--- config.mk ---
export PLATFORM = sky130hd
export DESIGN_NAME = ser_pkt_agg
export DESIGN_NICKNAME = d
export VERILOG_FILES = /design/src/rtl/pkt_agg_pkg.sv /design/src/rtl/pkt_agg_pingpong.sv /design/src/rtl/pkt_agg_trig.sv /design/src/rtl/pkt_agg_emit.sv /design/src/rtl/ser_pkt_agg.sv
export SDC_FILE = /design/constraint.sdc
export NUM_CORES = 1
export LEC_CHECK = 0
export BUFFER_PORTS_ARGS = -buffer_cell sky130_fd_sc_hd__buf_4
export CAP_MARGIN = 20
export CORE_ASPECT_RATIO = 2
export CORE_UTILIZATION = 55
export CTS_BUF_LIST = sky130_fd_sc_hd__clkbuf_4
export DETAILED_ROUTE_END_ITERATION = 16
export GPL_ROUTABILITY_DRIVEN = 1
export PLACE_DENSITY = 0.71
export SLEW_MARGIN = 5
export SYNTH_ARGS = -nofsm -noshare
export SYNTH_HDL_FRONTEND = slang
export SYNTH_SLANG_ARGS = --single-unit
--- constraint.sdc ---
create_clock -name clk -period 6.5 [get_ports clk]
set_input_delay 1.3 -clock clk [delete_from_list [all_inputs] [get_ports clk]]
set_output_delay 1.3 -clock clk [all_outputs]
set_load 0.05 [all_outputs]
--- src/rtl/pkt_agg_pkg.sv ---
// Shared types and helpers for the serial-to-packet aggregator.
// Assumes status bytes are fixed at two per packet.
package pkt_agg_pkg;
    typedef logic [7:0] byte_t;

    localparam int STATUS_BYTES = 2;
    localparam int OVR_BIT      = 1;

    // Status byte 0: modem levels in the upper nibble, lower nibble zero.
    function automatic byte_t mk_status0(input logic [3:0] modem);
        return {modem, 4'b0000};
    endfunction

    // Status byte 1: overrun flag at OVR_BIT, other bits zero.
    function automatic byte_t mk_status1(input logic ovr);
        byte_t s;
        s = '0;
        s[OVR_BIT] = ovr;
        return s;
    endfunction
endpackage

--- src/rtl/pkt_agg_pingpong.sv ---
// Two alternating data buffers. One buffer fills while the other is read
// by the emitter. A swap hands the filling buffer to the emitter, and a
// byte written in the same cycle goes to index 0 of the freshly emptied
// buffer. Assumes swap is raised only while the emitter is idle.
module pkt_agg_pingpong #(
    parameter int DATA_MAX = 62,
    localparam int CW   = $clog2(DATA_MAX + 1),
    localparam int IDXW = (DATA_MAX > 1) ? $clog2(DATA_MAX) : 1
) (
    input  logic            clk,
    input  logic            rst_n,
    input  logic            wr_en,
    input  logic [7:0]      wr_data,
    input  logic            swap,
    input  logic [IDXW-1:0] rd_idx,
    output logic [7:0]      rd_data,
    output logic [CW-1:0]   fill_cnt,
    output logic            wr_done,
    output logic            full_hit,
    output logic            drop
);
    logic [7:0]      mem [2][DATA_MAX];
    logic            fill_sel;
    logic            room;
    logic            wr_sel;
    logic [IDXW-1:0] wr_idx;
    logic [CW-1:0]   next_cnt;

    // Work out where an incoming byte lands and whether it fits.
    always_comb begin
        room     = swap || (fill_cnt < CW'(DATA_MAX));
        wr_done  = wr_en && room;
        drop     = wr_en && !room;
        wr_sel   = swap ? ~fill_sel : fill_sel;
        wr_idx   = swap ? '0 : IDXW'(fill_cnt);
        next_cnt = swap ? CW'(1) : fill_cnt + CW'(1);
        full_hit = wr_done && (next_cnt == CW'(DATA_MAX));
    end

    // Track the filling buffer and its count.
    always_ff @(posedge clk) begin
        if (!rst_n) begin
            fill_sel <= 1'b0;
            fill_cnt <= '0;
        end else if (swap) begin
            fill_sel <= ~fill_sel;
            fill_cnt <= wr_done ? CW'(1) : '0;
        end else if (wr_done) begin
            fill_cnt <= fill_cnt + CW'(1);
        end
    end

    // Store accepted bytes; contents need no reset.
    always_ff @(posedge clk) begin
        if (wr_done) mem[wr_sel][wr_idx] <= wr_data;
    end

    // The emitter reads the buffer that is not filling.
    assign rd_data = mem[~fill_sel][rd_idx];

    p_fill_bound_r2: assert property (@(posedge clk) disable iff (!rst_n)
        fill_cnt <= CW'(DATA_MAX));
    p_swap_empty_r7: assert property (@(posedge clk) disable iff (!rst_n)
        swap |=> fill_cnt <= CW'(1));
endmodule

--- src/rtl/pkt_agg_trig.sv ---
// Flush decision. Collects fill, event, latency and modem-change triggers
// into a pending flag, and releases a start once the service window has
// closed and the emitter is idle. Assumes ms_tick is a one-cycle strobe
// and SVC_TICKS is at least 1.
module pkt_agg_trig #(
    parameter int SVC_TICKS = 1,
    parameter int LAT_W     = 8,
    parameter int CW        = 6,
    localparam int WW = $clog2(SVC_TICKS + 1)
) (
    input  logic             clk,
    input  logic             rst_n,
    input  logic             ms_tick,
    input  logic [LAT_W-1:0] lat_ms,
    input  logic [3:0]       modem_in,
    input  logic [CW-1:0]    fill_cnt,
    input  logic             full_hit,
    input  logic             evt_hit,
    input  logic             busy,
    output logic             start
);
    logic [3:0]       modem_q;
    logic [LAT_W-1:0] lat_cnt;
    logic [WW-1:0]    win_cnt;
    logic             pend_q;
    logic             win_open;
    logic             mdm_chg;
    logic             lat_hit;
    logic             trig_now;

    // Combine the trigger sources and decide on a start.
    always_comb begin
        win_open = (win_cnt >= WW'(SVC_TICKS));
        start    = pend_q && win_open && !busy;
        mdm_chg  = (modem_in != modem_q);
        lat_hit  = ms_tick && (fill_cnt != '0) &&
                   ((LAT_W+1)'(lat_cnt) + (LAT_W+1)'(1) >= (LAT_W+1)'(lat_ms));
        trig_now = full_hit || evt_hit || mdm_chg || (lat_hit && !start);
    end

    // Hold a pending trigger until it is served.
    always_ff @(posedge clk) begin
        if (!rst_n) pend_q <= 1'b0;
        else        pend_q <= (pend_q && !start) || trig_now;
    end

    // Keep the previous modem levels; reset loads the current levels.
    always_ff @(posedge clk) begin
        modem_q <= modem_in;
    end

    // Latency timer: counts ticks only while data is buffered.
    always_ff @(posedge clk) begin
        if (!rst_n || start || fill_cnt == '0) lat_cnt <= '0;
        else if (ms_tick && lat_cnt != '1)     lat_cnt <= lat_cnt + LAT_W'(1);
    end

    // Service window: counts ticks after each start; open at reset.
    always_ff @(posedge clk) begin
        if (!rst_n)                    win_cnt <= WW'(SVC_TICKS);
        else if (start)                win_cnt <= '0;
        else if (ms_tick && !win_open) win_cnt <= win_cnt + WW'(1);
    end

    p_spacing_r6: assert property (@(posedge clk) disable iff (!rst_n)
        start |=> !start);
    p_no_start_busy_r10: assert property (@(posedge clk) disable iff (!rst_n)
        busy |-> !start);
endmodule

--- src/rtl/pkt_agg_emit.sv ---
// Packet emitter. On start it latches the length and both status bytes,
// then sends one byte per cycle: status 0, status 1, then data read from
// the buffer. Assumes start arrives only while idle.
module pkt_agg_emit #(
    parameter int DATA_MAX = 62,
    localparam int CW   = $clog2(DATA_MAX + 1),
    localparam int IDXW = (DATA_MAX > 1) ? $clog2(DATA_MAX) : 1,
    localparam int PW   = $clog2(DATA_MAX + 3)
) (
    input  logic            clk,
    input  logic            rst_n,
    input  logic            start,
    input  logic [CW-1:0]   len,
    input  logic [7:0]      st0,
    input  logic [7:0]      st1,
    input  logic [7:0]      rd_data,
    output logic [IDXW-1:0] rd_idx,
    output logic            busy,
    output logic            pk_valid,
    output logic            pk_sof,
    output logic            pk_eof,
    output logic [7:0]      pk_data
);
    logic [PW-1:0] pos;
    logic [PW-1:0] last_q;
    logic [7:0]    st0_q;
    logic [7:0]    st1_q;

    // Step through the packet positions.
    always_ff @(posedge clk) begin
        if (!rst_n) begin
            busy   <= 1'b0;
            pos    <= '0;
            last_q <= '0;
            st0_q  <= '0;
            st1_q  <= '0;
        end else if (start) begin
            busy   <= 1'b1;
            pos    <= '0;
            last_q <= PW'(len) + PW'(1);
            st0_q  <= st0;
            st1_q  <= st1;
        end else if (busy) begin
            if (pos == last_q) busy <= 1'b0;
            else               pos  <= pos + PW'(1);
        end
    end

    // Select the byte for the current position.
    always_comb begin
        rd_idx   = (pos >= PW'(2)) ? IDXW'(pos - PW'(2)) : '0;
        pk_valid = busy;
        pk_sof   = busy && (pos == '0);
        pk_eof   = busy && (pos == last_q);
        if (pos == '0)          pk_data = st0_q;
        else if (pos == PW'(1)) pk_data = st1_q;
        else                    pk_data = rd_data;
    end

    p_sof_after_start_r1: assert property (@(posedge clk) disable iff (!rst_n)
        start |=> pk_valid && pk_sof);
    p_contig_r10: assert property (@(posedge clk) disable iff (!rst_n)
        (pk_valid && !pk_sof) |-> $past(pk_valid));
    p_gap_after_eof_r10: assert property (@(posedge clk) disable iff (!rst_n)
        pk_eof |=> !pk_valid);
endmodule

--- src/rtl/ser_pkt_agg.sv ---
// Serial-to-packet aggregator top. Wires the ping-pong store, the flush
// decision and the emitter together, and keeps the sticky overrun flag.
// Assumes inputs are synchronous to clk and the receiver gives at most
// one byte per cycle.
module ser_pkt_agg #(
    parameter int DATA_MAX  = 62,
    parameter int SVC_TICKS = 1,
    parameter int LAT_W     = 8,
    localparam int CW   = $clog2(DATA_MAX + 1),
    localparam int IDXW = (DATA_MAX > 1) ? $clog2(DATA_MAX) : 1
) (
    input  logic             clk,
    input  logic             rst_n,
    input  logic             rx_valid,
    input  logic [7:0]       rx_data,
    input  logic [3:0]       modem_in,
    input  logic [7:0]       evt_char,
    input  logic             evt_en,
    input  logic [LAT_W-1:0] lat_ms,
    input  logic             ms_tick,
    output logic             pk_valid,
    output logic             pk_sof,
    output logic             pk_eof,
    output logic [7:0]       pk_data
);
    import pkt_agg_pkg::*;

    logic            start;
    logic            busy;
    logic            wr_done;
    logic            full_hit;
    logic            drop;
    logic            evt_hit;
    logic            ovr_q;
    logic [CW-1:0]   fill_cnt;
    logic [IDXW-1:0] rd_idx;
    logic [7:0]      rd_data;

    // An accepted byte equal to the event character requests a flush.
    assign evt_hit = wr_done && evt_en && (rx_data == evt_char);

    // Sticky overrun flag, handed to the next packet when it starts.
    always_ff @(posedge clk) begin
        if (!rst_n) ovr_q <= 1'b0;
        else        ovr_q <= drop || (ovr_q && !start);
    end

    pkt_agg_pingpong #(.DATA_MAX(DATA_MAX)) u_store (
        .clk(clk), .rst_n(rst_n),
        .wr_en(rx_valid), .wr_data(rx_data), .swap(start),
        .rd_idx(rd_idx), .rd_data(rd_data), .fill_cnt(fill_cnt),
        .wr_done(wr_done), .full_hit(full_hit), .drop(drop)
    );

    pkt_agg_trig #(.SVC_TICKS(SVC_TICKS), .LAT_W(LAT_W), .CW(CW)) u_trig (
        .clk(clk), .rst_n(rst_n),
        .ms_tick(ms_tick), .lat_ms(lat_ms), .modem_in(modem_in),
        .fill_cnt(fill_cnt), .full_hit(full_hit), .evt_hit(evt_hit),
        .busy(busy), .start(start)
    );

    pkt_agg_emit #(.DATA_MAX(DATA_MAX)) u_emit (
        .clk(clk), .rst_n(rst_n),
        .start(start), .len(fill_cnt),
        .st0(mk_status0(modem_in)), .st1(mk_status1(ovr_q)),
        .rd_data(rd_data), .rd_idx(rd_idx), .busy(busy),
        .pk_valid(pk_valid), .pk_sof(pk_sof), .pk_eof(pk_eof), .pk_data(pk_data)
    );

    p_drop_flags_r8: assert property (@(posedge clk) disable iff (!rst_n)
        drop |=> ovr_q);
    p_drop_full_r8: assert property (@(posedge clk) disable iff (!rst_n)
        drop |-> (fill_cnt == CW'(DATA_MAX)));
endmodule

-- After elaboration in Yosys (flattened, before gate mapping)
Memories as Yosys holds them, arrays and structs flattened.
Cells that the tools add are included.
- register bits after elaboration: 42
- bits in writable memories: 992
- input bits: 33
- output and inout bits: 11
- memories kept: 1
- add/subtract/negate cells: 7
- order comparisons: 7
- equality and inequality tests: 6
- muxes and demuxes: 21
- bitwise gates (word level): 5
- reduce and logical (&&, ||, !) cells: 37
- memory list (name ; words ; width ; rd ports ; clocked after memory_dff ; write ports ; line ; RTL):
    u_store.mem ; 2 ; 496 ; 1 ; 0 ; 1 ; pkt_agg_pingpong.sv:22 ; logic [7:0] mem [2][DATA_MAX];
- operators by type and width (kind ; number):
    496-bit 2-to-1 mux ; 1
    8-bit binary-select mux with 6-bit select ; 1
    8-bit demux with 6-bit select ; 1
    8-bit 2-to-1 mux ; 5
    6-bit 2-to-1 mux ; 5
    1-bit logical AND ; 17
    7-bit greater-or-equal comparator (second input constant) ; 2
    6-bit NOT with 7-bit output ; 2
    8-bit by 1-bit adder with 9-bit output (second input constant) ; 1
    9-bit by 8-bit greater-or-equal comparator with 1-bit output ; 1
    8-bit by 1-bit adder with 8-bit output (second input constant) ; 1
    8-bit equality test ; 1
    1-bit logical OR ; 8
    1-bit 2-to-1 mux ; 8
    8-bit != test (second input constant) ; 1
    6-bit by 1-bit adder with 7-bit output (second input constant) ; 1
    7-bit by 1-bit adder with 7-bit output (second input constant) ; 1
    7-bit by 1-bit equality test with 1-bit output (second input constant) ; 1
    7-bit equality test ; 1
    7-bit by 2-bit greater-or-equal comparator with 1-bit output (second input constant) ; 1
    7-bit zero test ; 1
    7-bit by 1-bit < comparator with 1-bit output (second input constant) ; 1
    6-bit by 1-bit adder with 6-bit output (second input constant) ; 1
    6-bit equality test (second input constant) ; 1
    12 further kinds ; 19

-- Longest topological paths before layout
Gate-level depths: netlist (run 1).
- word-level depth: 11
- depth in mapped cells: 14

-- By module
Synthesis (run 1) repeated with hierarchy kept, for this count alone.
- cell total of the unflattened synthesis: 2207
- area total of the unflattened synthesis: 42201.7 µm²
- by module, submodules not included (module ; instances ; cells an instance ; area an instance (µm²) ; seq. area each (µm²)):
    pkt_agg_pingpong ; 1 ; 1903 ; 39381.5 ; 29928.7
    pkt_agg_emit ; 1 ; 194 ; 1815.5 ; 620.6
    pkt_agg_trig ; 1 ; 94 ; 870.8 ; 280.3
    ser_pkt_agg ; 1 ; 16 ; 133.9 ; 20.0

-- Worst setup path after synthesis (run 1)
OpenSTA, ideal clock, no wires.
- path kind: flip-flop to output port
- from: register u_emit.pos[1]
- to: output port pk_data[1]
- arrival time: 3.885 ns
- data required time: 5.200 ns
- path slack: 1.315 ns
- stages on the path, launching flop included: 13
- cells stage by stage: dfxtp_1 -> clkbuf_1 -> inv_1 -> ha_1 -> nor2b_1 -> a31oi_1 -> buf_2 -> mux2i_1 -> a2111oi_0 -> o32ai_2 -> a41oi_1 -> a222oi_1 -> nor3_1
- word-level cells in the longest chain between the ends: 8
- elaborated cells on any way between the ends: 11
- classes of those cells: 1 x add/sub; 1 x order compare; 1 x eq/ne; 6 x mux; 1 x bitwise; 1 x reduce/logical
- RTL lines (element ; line ; RTL):
    start: declaration ; pkt_agg_emit.sv:24 ; logic [PW-1:0] pos;
    start signal: assignment ; pkt_agg_emit.sv:45 ; else pos <= pos + PW'(1);
    6-bit by 2-bit subtractor with 6-bit output / 7-bit by 2-bit greater-or-equal comparator with 1-bit output (equally long branches) ; pkt_agg_emit.sv:51 ; rd_idx = (pos >= PW'(2)) ? IDXW'(pos - PW'(2)) : '0;
    6-bit 2-to-1 mux ; pkt_agg_emit.sv:51 ;
    6-bit NOT with 7-bit output ; pkt_agg_pingpong.sv:59 ; assign rd_data = mem[~fill_sel][rd_idx];
    8-bit binary-select mux with 6-bit select ; pkt_agg_pingpong.sv:59 ;
    8-bit 2-to-1 mux (implied by the code) (2 in series) ; pkt_agg_pingpong.sv:59 ;
    8-bit 2-to-1 mux ; pkt_agg_emit.sv:56 ; else if (pos == PW'(1)) pk_data = st1_q;
    8-bit 2-to-1 mux * ; pkt_agg_emit.sv:55 ; if (pos == '0) pk_data = st0_q;
    end: declaration ; ser_pkt_agg.sv:24 ; output logic [7:0] pk_data
Every way passes the cells marked *; elsewhere a longest branch is shown, timed or not. The select of a mux whose other input is x is not followed.

-- Worst setup path after layout (run 1)
- from: register u_emit.pos[1]
- to: output port pk_data[6]
Same word-level chain as after synthesis.

==> impl_metrics.yaml, run 1 <==
setup_path:
  endpoint_kind: "output port"
  critPathMaxFanout: 14
  start_kind: "flop"
  crit_required_ns: 5.20
  crit_type: "flop to output port"
  crit_arrival_ns: 5.18
placement:
  place.gp.congestion: 0.947
  hpwl_um: 71600
  placed_area_mm2: 0.0427
  port_buffers: 43
finish:
  area_delta_synth_final_pct: 10.6
  fillers: 5256
  drive_above_1_share_pct: 26.9
  multi_input_area_mm2: 0.0100
  finalInstanceArea_mm2: 0.0456
  layout_common_cells: "edfxtp_1, clkbuf_4, mux4_2, nand2_1, nor2_1"
  seq_area_mm2: 0.0306
  final_common_cell: "edfxtp_1"
  num-nets-final: 2475
global_routing:
  grt_use_met1_pct: 30.8
  grt_pass1_wl_um: 156000
  grt_max_degree: 78
  antenna_found_initial: 6
  globalRouteTotalUtil_pct: 29.3
  gr-usage-met3_pct: 5.81
  top_usage_layer: "met2"
  grt_pass1_vias: 23700
  grt.overflow.total: 0
  use_met2_pct: 52.0
logic_synthesis:
  yosysWarningCount: 0
  synth_enable_flop_cells: 992
  avgSynthCellArea_um2: 18.6
  ys_dominant_reg_cell: "edfxtp_1"
  ys_seq_area_share_pct: 74.3
  syn_inst: 2220
  async_flop_share_pct: 0
  synth_area_mm2: 0.0412
  postSynthNetCount: 2270
  ys_ff_latch: 1034
  synthDistinctLibCells: 68
timing:
  final_hold_viol_count: 0
  finalMaxSlewViolations: 0
  period_minus_slack_ns: 6.48
  setup_viol: 0
  tightest_slew_ns: 1.30
  finalClockSkew_ns: 0.0539
  fmax_mhz: 154
  fin_crit_sh_pct: 99.7
  max_slew_margin_pct: 13.4
  rsz0062_at_grt: "no"
  hold_slack_ns: 0.360
  tns_ns: 0
die:
  die_y_um: 389
  num_io_pins: 44
  dieArea_mm2: 0.0761
  num_rows: 141
  fp.coreArea_mm2: 0.0739
  die_x_um: 196
  initial_utilization_pct: 55.8
status:
  status: "finished clean"
cts:
  path_clk_slew_ns: 0.08
  root_buffer: "clkbuf_4"
  cts_tree: "built"
  cts.path.max_buffers: 3
  clock_latency_ns: 1.08
  htreeDepth: 4
  ctsHoldBuffers: 0
  numClockSinks: 1034
  numCtsBuffers: 211
run:
  cap_violations: 0
route:
  wirelength_um: 108000
  drt_iter0_drc: 2196
  vias: 22500
  wl_per_cell_um: 30.7
  first_pass_iters: 6
  remaining_drc_errors: 0
  ant_nets: 0
  via_per_inst: 6.39
power:
  p_per_area_mw_per_mm2: 284
  ir_worst_vdd_uv: 150
  leakage_nw: 14.7
min_path:
  hold_path_class: "input port to flop"
-- sequential cells by signal, summed over array words and instances, names as in the netlist --
name / count
u_store.mem: 992
u_trig.lat_cnt: 8
u_emit.last_q: 7
u_emit.pos: 7
u_store.fill_cnt: 6
u_emit.st0_q: 4
u_trig.modem_q: 4
ovr_q: 1
u_emit.busy: 1
u_emit.st1_q: 1
u_store.fill_sel: 1
u_trig.pend_q: 1
u_trig.win_cnt: 1
-- area by class of cell --
type                       count  area share, %
sequential                  1034           67.2
multi-input combinational   1044           22.0
clock buffer                 280           4.61
tap                          929           2.55
timing repair buffer         113           2.18
clock inverter                89           1.30
inverter                      21          0.173
antenna                        6         0.0329
-- report_power, final --
| group | leakage, nW | total [W] | switching (W) | internal [W] |
|---|---|---|---|---|
| combinational | 3.85 | 0.000867 | 0.000537 | 0.000330 |
| clock | 1.59 | 0.00474 | 0.00244 | 0.00230 |
| sequential | 9.26 | 0.00734 | 0.0000306 | 0.00731 |
-- repair_timing --
| action | CTS | global route |
|---|---|---|
| pin swaps | 3 | 1 |
| resized for setup | 0 | 4 |
| setup endpoints to repair | 8 | 4 |
| buffers inserted | 8 | 3 |
-- path summary, 6_finish.rpt --
kind              cells past startpoint  slack [ns]                  end          start
setup / recovery                     11        0.02           pk_data[6]  u_emit.pos[1]
hold reg to reg                       2        0.49                ovr_q          ovr_q
hold / removal                        1        0.36    u_trig.modem_q[1]    modem_in[1]
setup reg to reg                      5        2.36  u_store.mem[1][399]    u_emit.busy
-- cells in the mapped netlist, types with 19 or more instances --
library cell  number  area [um2]
nor2_1           174         653
a21oi_1           26         130
nand4_1           19         119
edfxtp_1         992       29800
mux2i_1           52         521
xnor2_1           24         210
nand3_1           63         315
inv_1             20        75.1
mux4_2           234        5270
nand2_1          195         732
nor3_1            20         100
xor2_1            23         201
clkbuf_1          42         158
buf_2             60         300
dfxtp_1           42         841
a31oi_1           25         156
-- critical path, cell delays in order, from the launching register on --
cell	delay [ns]
dfxtp_1	0.36
buf_4	0.21
inv_1	0.09
ha_1	0.26
nand2b_1	0.26
o31ai_4	0.92
buf_4	0.42
mux2i_1	0.54
o22ai_1	0.22
o221ai_1	0.31
nand4_1	0.23
buf_4	0.27
-- through the flow --
step / std cells / utilization (%) / worst slack (ns) / total power (W)
after floorplan: 2220 / - / 1.32 / 0.00799
after global placement: 3129 / 57.8 / 0.829 / 0.00833
after detailed placement: 3130 / 57.8 / 0.694 / 0.00835
after CTS: 3507 / 61.6 / 0.0283 / 0.0130
after global routing: 3514 / 61.7 / 0.0107 / 0.0133
final: 3516 / 61.7 / 0.0211 / 0.0130
-- cells by family (layout without fill, tap and decap cells) --
family,Yosys count,in the layout,share of synthesized area [%]
other,0,6,0
buffers and inverters,142,503,1.56
DFF,1034,1034,74.3
xor gates and xnor gates,47,47,0.999
AOI/OAI and AO/OA,169,169,3.02
muxes,290,290,14.2
adders and majority gates,17,17,0.516
and+or+nand+nor,521,521,5.45
-- per-layer routing --
| metal | vias up | part of all wire [%] |
|---|---|---|
| met4 | 6 | 7.5 |
| met3 | 342 | 6.4 |
| met2 | 1102 | 54 |
| met1 | 11500 | 32 |
| li1 | 9484 | - |
| met5 | - | 0.036 |
Note: power is estimated with default switching activity, not from simulation.
==> run 2, diff against run 1 <==
Settings changed: SYNTH_HIERARCHICAL from default to 1.
==> run 2 against run 1 <==
  * Sequential power increased by 1%
  * Die area increased by 2.4%
  * Clock power decreased by 3%
  * Synthesized area increased by 2.4%
  * Highest routed layer is now met4
  * Synthesized cell count decreased by 0.59%
  * Design area increased by 1.5%
  * Register-to-register slack got worse by 0.31 ns
  * Wire length decreased by 1.2%
  * Count of clock-buffer cells in the layout increased by 1
  * First-iteration DRC count decreased by 3.0%
==> impl_metrics.yaml, run 2 <==
logic_synthesis:
  ys_top_cells_by_area: "edfxtp_1, mux4_2, mux2i_1, dfxtp_1, nor2_1"
  async_flop_share_pct: 0
  ys_seq_area_share_pct: 73.1
  yosysWarningCount: 6
  synth_area_mm2: 0.0422
  synthTopCellsByCount: "edfxtp_1, mux4_2, nor2_1"
  synth_area_leader_cell: "edfxtp_1"
  synth_most_common_cell: "edfxtp_1"
  synthDistinctLibCells: 83
  ys_dominant_reg_cell: "edfxtp_1"
  syn_inst: 2207
  synth_enable_flop_cells: 992
  ys_ff_latch: 1045
  avgSynthCellArea_um2: 19.1
  yosysTopAreaCellShare_pct: 70.6
cts:
  path_clk_slew_ns: 0.08
  htreeDepth: 4
  cts_tree: "built"
  root_buffer: "clkbuf_4"
  cts.path.max_buffers: 3
  numCtsBuffers: 211
  clock_latency_ns: 1.01
  numClockSinks: 1045
setup_path:
  critPathMaxFanout: 26
  slowest_delay_ns: 0.46
  endpoint_kind: "output port"
  path_cells: "inv_1, ha_1, nand2b_1, nor2_4, nor2_4, buf_12, buf_6, buf_4, mux4_2, mux2i_2, o21ai_1, a32oi_1, a21oi_1, mux2i_1, a21oi_1, buf_4"
  r2r_start: "u_emit/busy"
  worstSetupStartpoint: "u_emit/pos[1]"
  crit_type: "flop to output port"
  r2r_cells: 8
  slowest_stage: "dfxtp_2"
  crit_family: "buffers and inverters"
  regToRegSetupSlack_ns: 2.05
  crit_required_ns: 5.20
  reg2reg_to: "u_store/mem[1][247]"
  cp_num_buf_inv: 5
  crit_arrival_ns: 5.05
  start_kind: "flop"
finish:
  fillers: 5510
  final_common_cell: "edfxtp_1"
  largest_reg_flops: 992
  area_delta_synth_final_pct: 9.74
  seq_area_mm2: 0.0309
  layout_common_cells: "edfxtp_1, clkbuf_4, mux4_2, nor2_1, mux2i_1"
  regMostFlops: "u_store/mem"
  num-nets-final: 2467
  fin_util_pct: 61.0
  multi_input_area_mm2: 0.0105
  drive_above_1_share_pct: 26.2
route:
  ant_nets: 0
  vias: 22500
  via_per_inst: 6.28
  wl_per_cell_um: 29.7
  first_pass_iters: 5
  remaining_drc_errors: 0
  drt_iter0_drc: 2131
  wirelength_um: 107000
timing:
  final_hold_viol_count: 0
  setup_viol: 0
  max_slew_margin_pct: 16.9
  fmax_mhz: 158
  fin_crit_sh_pct: 97.6
  period_minus_slack_ns: 6.35
  tightest_slew_ns: 1.24
  finalMaxSlewViolations: 0
  rsz0062_at_grt: "no"
  tns_ns: 0
  finalClockSkew_ns: 0.0640
placement:
  hpwl_um: 69200
  port_buffers: 43
  place.gp.congestion: 0.921
global_routing:
  gr-usage-met3_pct: 5.57
  globalRouteTotalUtil_pct: 28.2
  grt_pass1_vias: 23800
  antenna_found_initial: 1
  grt.overflow.total: 0
  grt_max_degree: 100
  grt_use_met1_pct: 30.1
  grt_pass1_wl_um: 155000
  top_usage_layer: "met2"
  use_met2_pct: 49.1
die:
  num_rows: 143
  fp.coreArea_mm2: 0.0759
  dieArea_mm2: 0.0779
  die_x_um: 198
  num_io_pins: 44
  initial_utilization_pct: 55.6
  die_y_um: 394
min_path:
  worstHoldPathCells: 1
  worstHoldStart: "modem_in[0]"
  hold_path_class: "input port to flop"
  holdPathEnd: "u_trig/modem_q[0]"
power:
  leakage_nw: 14.5
  p_per_area_mw_per_mm2: 281
  ir_worst_vdd_uv: 173
  power_w: 0.0130
status:
  status: "finished clean"
run:
  cap_violations: 0
==> run 2: power breakdown <==
group	leakage [nW]	internal, W	switching (W)	total (W)
Sequential	9.35	0.00739	0.0000372	0.00743
Clock	1.55	0.00222	0.00238	0.00460
Combinational	3.63	0.000369	0.000609	0.000978
Total	14.5	0.00998	0.00303	0.0130
==> run 2: worst max-delay path by stage <==
stage                     slack [ns]          to  cells past startpoint
after CTS                       0.01  pk_data[0]                     15
final                           0.15  pk_data[7]                     16
after floorplan                 1.43  pk_data[1]                     16
after global routing          0.0002  pk_data[5]                     16
after detailed placement        0.67  pk_data[2]                     17
after global placement          0.64  pk_data[2]                     17
==> run 2: cells by family after synthesis <==
kind of cell | count (synthesis) | share of synthesized area (%)
AO/OA/AOI/OAI | 220 | 3.80
XOR/XNOR | 39 | 0.827
adder cells (fa/ha/maj) | 17 | 0.504
buffers and inverters | 142 | 2.27
flip-flops | 1045 | 73.1
multiplexers | 363 | 15.1
other | 1 | 0.00889
AND/OR/NAND/NOR | 380 | 4.36
==> run 2: per-stage QoR <==
step                      std cells  setup WS (ns)  hold WS [ns]  area [um2]
after floorplan                2217           1.43         0.462       42200
after global placement         3214          0.635         0.478       43500
after detailed placement       3214          0.670         0.509       43500
after CTS                      3587         0.0150         0.338       46200
after global routing           3589       0.000178         0.373       46300
final                          3589          0.155         0.441       46300
==> run 2: layer usage <==
metal,wire length (um),share of wire (%)
met2,56200,53
met5,0,0
met4,9100,8.5
met1,34000,32
met3,7350,6.9
==> run 2: final cells by class <==
| cell class | instances | area share, % |
|---|---|---|
| tap | 1015 | 2.74 |
| multi-input combinational | 1030 | 22.8 |
| clock buffer | 281 | 4.56 |
| clock inverter | 88 | 1.11 |
| timing repair buffer | 108 | 2.02 |
| antenna | 1 | 0.00540 |
| inverter | 21 | 0.170 |
| sequential | 1045 | 66.6 |
==> run 2: what timing repair did <==
action                                  CTS  global route
cloned                                    1             0
endpoints found under the setup margin    8             7
setup buffers                             3             1
resized for setup                        16            10
hold buffers                              0             0
pin swaps                                 1             1
